==> config.mk <==
export PLATFORM = sky130hd
export DESIGN_NAME = ow_slot_engine
export DESIGN_NICKNAME = d
export VERILOG_FILES = /design/src/rtl/ow_pkg.sv /design/src/rtl/ow_tick_gen.sv /design/src/rtl/ow_seq.sv /design/src/rtl/ow_slot_engine.sv
export SDC_FILE = /design/constraint.sdc
export NUM_CORES = 1
export LEC_CHECK = 0
export ABC_CLOCK_PERIOD_IN_PS = 7250
export BUFFER_PORTS_ARGS = -buffer_cell sky130_fd_sc_hd__buf_2
export CAP_MARGIN = 20
export CORE_ASPECT_RATIO = 0.6
export CORE_MARGIN = 2
export CORE_UTILIZATION = 40
export DETAILED_ROUTE_END_ITERATION = 10
export PLACE_DENSITY_LB_ADDON = 0.2
export SLEW_MARGIN = 25
export SYNTH_ARGS = -nofsm -noshare
export SYNTH_HDL_FRONTEND = slang
export SYNTH_SLANG_ARGS = --single-unit
export TNS_END_PERCENT = 50
==> constraint.sdc <==
create_clock -name clk -period 7.25 [get_ports clk]
set_input_delay 0.725 -clock clk [delete_from_list [all_inputs] [get_ports clk]]
set_output_delay 0.725 -clock clk [all_outputs]
set_load 0.03 [all_outputs]
==> src/rtl/ow_pkg.sv <==
package ow_pkg;
   typedef enum logic [1:0] {
      OW_RESET = 2'b00,
      OW_WR0   = 2'b01,
      OW_WR1   = 2'b10,
      OW_READ  = 2'b11
   } ow_cmd_e;
endpackage

==> src/rtl/ow_tick_gen.sv <==
module ow_tick_gen #(
   parameter int TICK_DIV = 50
) (
   input  logic clk,
   input  logic rst_n,
   input  logic clr,
   input  logic en,
   output logic tick
);
   generate
      if (TICK_DIV == 1) begin : g_direct
         assign tick = en;
      end else begin : g_presc
         localparam int PW = $clog2(TICK_DIV);
         localparam logic [PW-1:0] LAST = PW'(TICK_DIV - 1);
         logic [PW-1:0] presc;
         always_ff @(posedge clk or negedge rst_n) begin
            if (!rst_n)        presc <= '0;
            else if (clr)      presc <= '0;
            else if (en)       presc <= (presc == LAST) ? '0 : presc + PW'(1);
         end
         assign tick = en && (presc == LAST);
      end
   endgenerate
endmodule

==> src/rtl/ow_seq.sv <==
module ow_seq
   import ow_pkg::*;
#(
   parameter int RST_LOW     = 480,
   parameter int PRES_SAMPLE = 70,
   parameter int RST_HIGH    = 480,
   parameter int W0_LOW      = 65,
   parameter int W1_LOW      = 6,
   parameter int RD_LOW      = 6,
   parameter int RD_SAMPLE   = 12,
   parameter int SLOT_LEN    = 70,
   parameter int REC_LEN     = 2
) (
   input  logic clk,
   input  logic rst_n,
   input  logic start,
   input  logic [1:0] cmd,
   input  logic line_in,
   input  logic tick,
   output logic accept,
   output logic busy,
   output logic done,
   output logic pull_low,
   output logic presence,
   output logic rd_bit
);
   localparam int RST_END  = RST_LOW + RST_HIGH;
   localparam int SLOT_END = SLOT_LEN + REC_LEN;
   localparam int MAX_END  = (RST_END > SLOT_END) ? RST_END : SLOT_END;
   localparam int CW       = $clog2(MAX_END + 1);

   ow_cmd_e       cmd_q;
   logic [CW-1:0] cnt, cnt_nxt, low_lim, samp_pt, end_pt;
   logic          samp_en;

   assign accept  = start && !busy;
   assign cnt_nxt = cnt + CW'(1);

   always_comb begin
      case (cmd_q)
         OW_RESET: begin
            low_lim = CW'(RST_LOW); samp_pt = CW'(RST_LOW + PRES_SAMPLE);
            samp_en = 1'b1;         end_pt  = CW'(RST_END);
         end
         OW_WR0: begin
            low_lim = CW'(W0_LOW);  samp_pt = '0;
            samp_en = 1'b0;         end_pt  = CW'(SLOT_END);
         end
         OW_WR1: begin
            low_lim = CW'(W1_LOW);  samp_pt = '0;
            samp_en = 1'b0;         end_pt  = CW'(SLOT_END);
         end
         default: begin
            low_lim = CW'(RD_LOW);  samp_pt = CW'(RD_SAMPLE);
            samp_en = 1'b1;         end_pt  = CW'(SLOT_END);
         end
      endcase
   end

   always_ff @(posedge clk or negedge rst_n) begin
      if (!rst_n) begin
         busy <= 1'b0; done <= 1'b0; cnt <= '0; cmd_q <= OW_RESET;
         presence <= 1'b0; rd_bit <= 1'b0;
      end else begin
         done <= 1'b0;
         if (accept) begin
            busy  <= 1'b1;
            cnt   <= '0;
            cmd_q <= ow_cmd_e'(cmd);
         end else if (busy && tick) begin
            if (samp_en && cnt_nxt == samp_pt) begin
               if (cmd_q == OW_RESET) presence <= !line_in;
               else                   rd_bit   <= line_in;
            end
            if (cnt_nxt == end_pt) begin
               busy <= 1'b0;
               done <= 1'b1;
               cnt  <= '0;
            end else begin
               cnt <= cnt_nxt;
            end
         end
      end
   end

   assign pull_low = busy && (cnt < low_lim);


   idle_release_chk: assert property (@(posedge clk) disable iff (!rst_n)
      !busy |-> !pull_low);

   done_after_busy_chk: assert property (@(posedge clk) disable iff (!rst_n)
      done |-> (!busy && $past(busy)));

   recovery_gap_chk: assert property (@(posedge clk) disable iff (!rst_n)
      done |-> !$past(pull_low));

   cmd_hold_chk: assert property (@(posedge clk) disable iff (!rst_n)
      (busy && $past(busy)) |-> $stable(cmd_q));

   start_origin_chk: assert property (@(posedge clk) disable iff (!rst_n)
      $rose(busy) |-> $past(start));
endmodule

==> src/rtl/ow_slot_engine.sv <==
module ow_slot_engine #(
   parameter int TICK_DIV    = 50,
   parameter int RST_LOW     = 480,
   parameter int PRES_SAMPLE = 70,
   parameter int RST_HIGH    = 480,
   parameter int W0_LOW      = 65,
   parameter int W1_LOW      = 6,
   parameter int RD_LOW      = 6,
   parameter int RD_SAMPLE   = 12,
   parameter int SLOT_LEN    = 70,
   parameter int REC_LEN     = 2
) (
   input  logic       clk,
   input  logic       rst_n,
   input  logic       start,
   input  logic [1:0] cmd,
   input  logic       line_in,
   output logic       busy,
   output logic       done,
   output logic       pull_low,
   output logic       presence,
   output logic       rd_bit
);
   generate
      if (TICK_DIV < 1) begin : g_bad_div
         $error("TICK_DIV must be at least 1");
      end
      if (RST_LOW < 480 || RST_LOW > 960) begin : g_bad_rst_low
         $error("reset low time out of 480..960 us");
      end
      if (PRES_SAMPLE < 60 || PRES_SAMPLE > 75 || RST_HIGH < 480 || PRES_SAMPLE >= RST_HIGH) begin : g_bad_pres
         $error("presence sample or reset high time illegal");
      end
      if (W0_LOW < 60 || W0_LOW > 120 || W0_LOW >= SLOT_LEN) begin : g_bad_w0
         $error("write-0 low time illegal");
      end
      if (W1_LOW < 1 || W1_LOW > 14 || RD_LOW < 1 || RD_LOW > 14) begin : g_bad_short
         $error("short low pulse must be 1..14 us");
      end
      if (RD_SAMPLE <= RD_LOW || RD_SAMPLE > 15) begin : g_bad_rd_samp
         $error("read sample point must follow release and be within 15 us");
      end
      if (SLOT_LEN < 61 || REC_LEN < 1) begin : g_bad_slot
         $error("slot under 61 us or no recovery");
      end
   endgenerate

   logic accept, tick;

   ow_tick_gen #(.TICK_DIV(TICK_DIV)) u_tick (
      .clk(clk), .rst_n(rst_n), .clr(accept), .en(busy), .tick(tick)
   );

   ow_seq #(
      .RST_LOW(RST_LOW), .PRES_SAMPLE(PRES_SAMPLE), .RST_HIGH(RST_HIGH),
      .W0_LOW(W0_LOW), .W1_LOW(W1_LOW), .RD_LOW(RD_LOW),
      .RD_SAMPLE(RD_SAMPLE), .SLOT_LEN(SLOT_LEN), .REC_LEN(REC_LEN)
   ) u_seq (
      .clk(clk), .rst_n(rst_n), .start(start), .cmd(cmd), .line_in(line_in),
      .tick(tick), .accept(accept), .busy(busy), .done(done),
      .pull_low(pull_low), .presence(presence), .rd_bit(rd_bit)
   );
endmodule

## Word-level counts from Yosys, hierarchy flattened

Index checks and enable logic that the tools add are counted.

- Register bits: 22
- Word-level logic and storage cells: 48

- Add/subtract/negate cells: 2
- Magnitude comparators: 1
- Equal/unequal tests: 5
- Mux-type cells: 16
- Bitwise gates (word level): 2
- Reductions and logical operators: 15

Operators by type and width:

| cell | count |
|---|---|
| $mux 10 | 4 |
| $eq 10x10->1 | 2 |
| $pmux 10 s2 | 1 |
| $mux 6 | 3 |
| $pmux 9 s2 | 1 |
| $add 10x1->10 const B | 1 |
| $lt 10x9->1 | 1 |
| $reduce_and 4->1 | 2 |
| $mux 1 | 7 |
| $add 6x1->6 const B | 1 |
| $eq 6x6->1 const B | 1 |
| $reduce_bool 2->1 | 3 |
| $logic_and 1x1->1 | 5 |
| $eq 2x1->1 const B | 1 |
| $eq 2x2->1 const B | 1 |
| $logic_not 1->1 | 2 |
| $logic_not 2->1 | 1 |
| $not 1->1 | 2 |
| $reduce_and 2->1 | 1 |
| $reduce_or 2->1 | 1 |

## Longest topological paths before layout

- Depth in word-level cells: 6
- Mapped depth: 10

## Hierarchy

From an unflattened synthesis, not the netlist that was laid out.

- Cell total of the unflattened synthesis: 191
- Area, all modules: 1,727.9 um2

By module, submodules not included:

| module | times used | cells each | area each (um2) | seq. area each (um2) |
|---|---|---|---|---|
| ow_seq | 1 | 148 | 1,318.8 | 400.4 |
| ow_tick_gen | 1 | 43 | 409.1 | 150.1 |

## Worst setup path before layout

Ideal clock, no wire load.

- Path kind: register to output
- From: register u_seq.cmd_q[0]
- To: output pull_low
- Arrival time: 3,181 ps
- Setup slack: 3,344 ps
- Stages on the path, launching flop included: 11
- Buffers on the path: 0
- Path through: dfrtp_1 -> inv_1 -> ha_1 -> or2_2 -> ha_1 -> a21oi_1 -> o21ai_1 -> a21o_1 -> a21o_1 -> a21o_1 -> a2111oi_1

- Cells in the longest elaborated chain, start to end: 4
- Elaborated cells between the ends (all ways): 5
- Classes of those cells: order compare: 1; eq/ne: 1; mux: 1; reduce/logical: 2

Ends and longest elaborated chain:

| what | line | RTL |
|---|---|---|
| start, declared | ow_seq.sv:32 | `ow_cmd_e cmd_q;` |
| start signal, assigned | ow_seq.sv:69 | `cmd_q <= ow_cmd_e'(cmd);` |
| $eq 2x1->1 or $logic_not 2->1 (tied branches) | ow_seq.sv:40 | `case (cmd_q)` |
| $pmux 9 s2 * | ow_seq.sv:40 |  |
| $lt 10x9->1 * | ow_seq.sv:86 | `assign pull_low = busy && (cnt < low_lim);` |
| $logic_and 1x1->1 * | ow_seq.sv:86 |  |
| end, declared | ow_slot_engine.sv:20 | `output logic pull_low,` |

Mark *: on every way between the ends. The rest lies on a longest branch, timed or not.

## Worst setup path in the final report

Same ends and word-level chain as after synthesis.

==> results.json <==
{
  "cp.depth": 11,
  "syn_inst": 199,
  "synth_edf_count": 0,
  "cp_data_required_time_ns": 6.52,
  "syn-num-nets": 217,
  "fin_nets": 219,
  "ys.flop_type": "dfrtp_1",
  "hold_path_class": "in2async",
  "start_util": 0.418,
  "run_status": "complete, no violations",
  "remaining_drc_errors": 0,
  "period_needed_ns": 3.74,
  "final_cell_mix": "nand2_1 (23), dfrtp_1 (22), nand3_1 (15), o21ai_0 (15)",
  "clk_path_buf_depth": 2,
  "cp_num_buf_inv": 2,
  "grt_pass1_vias": 1440,
  "path_cells": "inv_1 -> ha_1 -> or2_2 -> ha_1 -> a21oi_1 -> o21ai_1 -> a21o_1 -> a21o_1 -> a21o_1 -> a2111oi_1 -> buf_2",
  "worst_slew_margin_rel": 0.328,
  "skew_ns": 0.0138,
  "hold_viol": 0,
  "final_common_cell": "nand2_1",
  "avgSynthCellArea_um2": 8.60,
  "worst_path_most_repeated_cell": "a21o_1",
  "ir_drop_v": 0.000126,
  "end_kind": "output port",
  "worst_hold_slack_ns": 0.426,
  "dp_hpwl_um": 3040,
  "crit_slowest_cell": "dfrtp_1",
  "drive_above_1_share": 0.135,
  "cts_setup_buffers": 0,
  "die_h_um": 54.7,
  "setup_tns_ns": 0,
  "avgRoutedWirePerCell_um": 15.6,
  "cap_viol_max_count": 0,
  "num_io_pins": 11,
  "antenna_found_initial": 0,
  "grt-ovfl-total": 0,
  "place_congestion": 0.966,
  "num_rows": 18,
  "vias": 1512,
  "synth_warnings": 0,
  "drtIter0Drc": 109,
  "grt_setup_unrepaired": "no",
  "clk_pin_slew_worst_paths_ns": 0.09,
  "htreeDepth": 1,
  "diodes": 0,
  "area_growth_pct": 5.85,
  "path_class": "reg2out",
  "portBuffers": 10,
  "slew_viol_final": 0,
  "grt.total_usage": 0.193,
  "p_per_area_nw_per_um2": 263,
  "critical-path-top-delay-family": "compound AO/OA/AOI/OAI gates",
  "postCtsHoldBufs": 0,
  "first_pass_iters": 4,
  "setup_viol": 0,
  "leakage_nw": 0.742,
  "async_reset_ff_frac": 1.00,
  "root_buffer": "clkbuf_8",
  "ys_types": 47,
  "reg2reg_depth": 8,
  "grt_max_degree": 23,
  "finalWirelength_um": 4060,
  "crit_fanout": 7,
  "worst-slew-pin-transition_ns": 1.00,
  "synth_seq_cells": 22,
  "core_area_um2": 4100,
  "timing.critical_path.from_type": "flop",
  "die-area_um2": 4840,
  "mappedNetlistArea_um2": 1710,
  "cts_buffers": 3,
  "synth-seq-area-share": 0.322,
  "cts_tree": "built",
  "ctsResizeCount": 0,
  "die_width_um": 88.5,
  "slowest_delay_ns": 0.38,
  "fillCellCount": 433,
  "fmax_mhz": 268,
  "period_share": 0.515,
  "fin_util": 0.442,
  "avgViaCountPerCell": 5.82,
  "cts.sinks": 22,
  "postRouteAntennaNets": 0,
  "insertion_delay_ns": 0.27,
  "grt_pass1_wl_um": 7020,
  "arrival_ns": 3.01
}
through the flow:
stage	worst slack (ns)	cells	total power [mW]	instance area [um^2]
6_report	3.51	260	0.476	1810
5_1_grt	3.28	260	0.520	1810
2_1_floorplan	3.34	199	0.348	1710
4_1_cts	3.49	260	0.477	1810
3_3_place_gp	3.87	256	0.377	1760
3_5_place_dp	3.80	256	0.388	1760
logic make-up (layout without fill, tap and decap cells):
kind of cell | after synthesis | in the layout | share of synthesized area
DFF | 22 | 22 | 0.322
AOI/OAI and AO/OA | 41 | 41 | 0.171
and+or+nand+nor | 89 | 89 | 0.281
buffers and inverters | 22 | 23 | 0.0665
muxes | 2 | 2 | 0.0153
adders and majority gates | 12 | 12 | 0.0877
xor gates and xnor gates | 11 | 11 | 0.0563
synth_stat cells (5+ instances only):
cell / count / area share
dfrtp_1: 22 / 0.32
inv_1: 9 / 0.020
a21oi_1: 5 / 0.015
nor3_1: 7 / 0.020
xor2_1: 5 / 0.026
o21ai_0: 15 / 0.044
nor2_1: 12 / 0.026
nand3_1: 15 / 0.044
ha_1: 12 / 0.088
xnor2_1: 6 / 0.031
nand2_1: 23 / 0.050
nand4_1: 8 / 0.029
report_power, final:
group	total (mW)	internal [mW]	switching (mW)
logic	0.179	0.0770	0.102
clock network	0.0899	0.0485	0.0415
registers	0.208	0.156	0.0521
metal layers:
metal	vias to the layer above	share of wire	GRT usage
li1	722	-	-
met1	753	0.51	0.272
met2	35	0.44	0.307
met3	2	0.045	0.0437
met4	0	0.0074	0.0404
met5	-	0	0
registers in the layout, summed over array words and instances (netlist names):
register / flops
u_seq.busy: 1
u_tick.g_presc.presc: 6
u_seq.presence: 1
u_seq.rd_bit: 1
u_seq.cmd_q: 2
u_seq.cnt: 10
u_seq.done: 1
cell type report:
type | instances | area [um^2] | area share
inverter | 9 | 33.8 | 0.0186
tap | 60 | 75.1 | 0.0414
sequential | 22 | 551 | 0.304
clock buffer | 4 | 55.1 | 0.0304
multi-input combinational | 155 | 1050 | 0.578
timing repair buffer | 10 | 50.0 | 0.0276
final timing paths:
kind,startpoint,end,slack (ns)
setup / recovery,u_seq.cmd_q[0]$_DFFE_PN0P_,pull_low,3.51
hold / removal,rst_n,u_tick.g_presc.presc[3]$_DFFE_PN0P_,0.43
setup reg to reg,u_tick.g_presc.presc[1]$_DFFE_PN0P_,u_seq.rd_bit$_DFFE_PN0P_,4.80
hold reg to reg,u_seq.rd_bit$_DFFE_PN0P_,u_seq.rd_bit$_DFFE_PN0P_,0.52
max in group asynchronous,rst_n,u_seq.cnt[7]$_DFFE_PN0P_,6.46
min in group clk,u_seq.rd_bit$_DFFE_PN0P_,u_seq.rd_bit$_DFFE_PN0P_,0.52
Power figures use the tool's default switching activity.
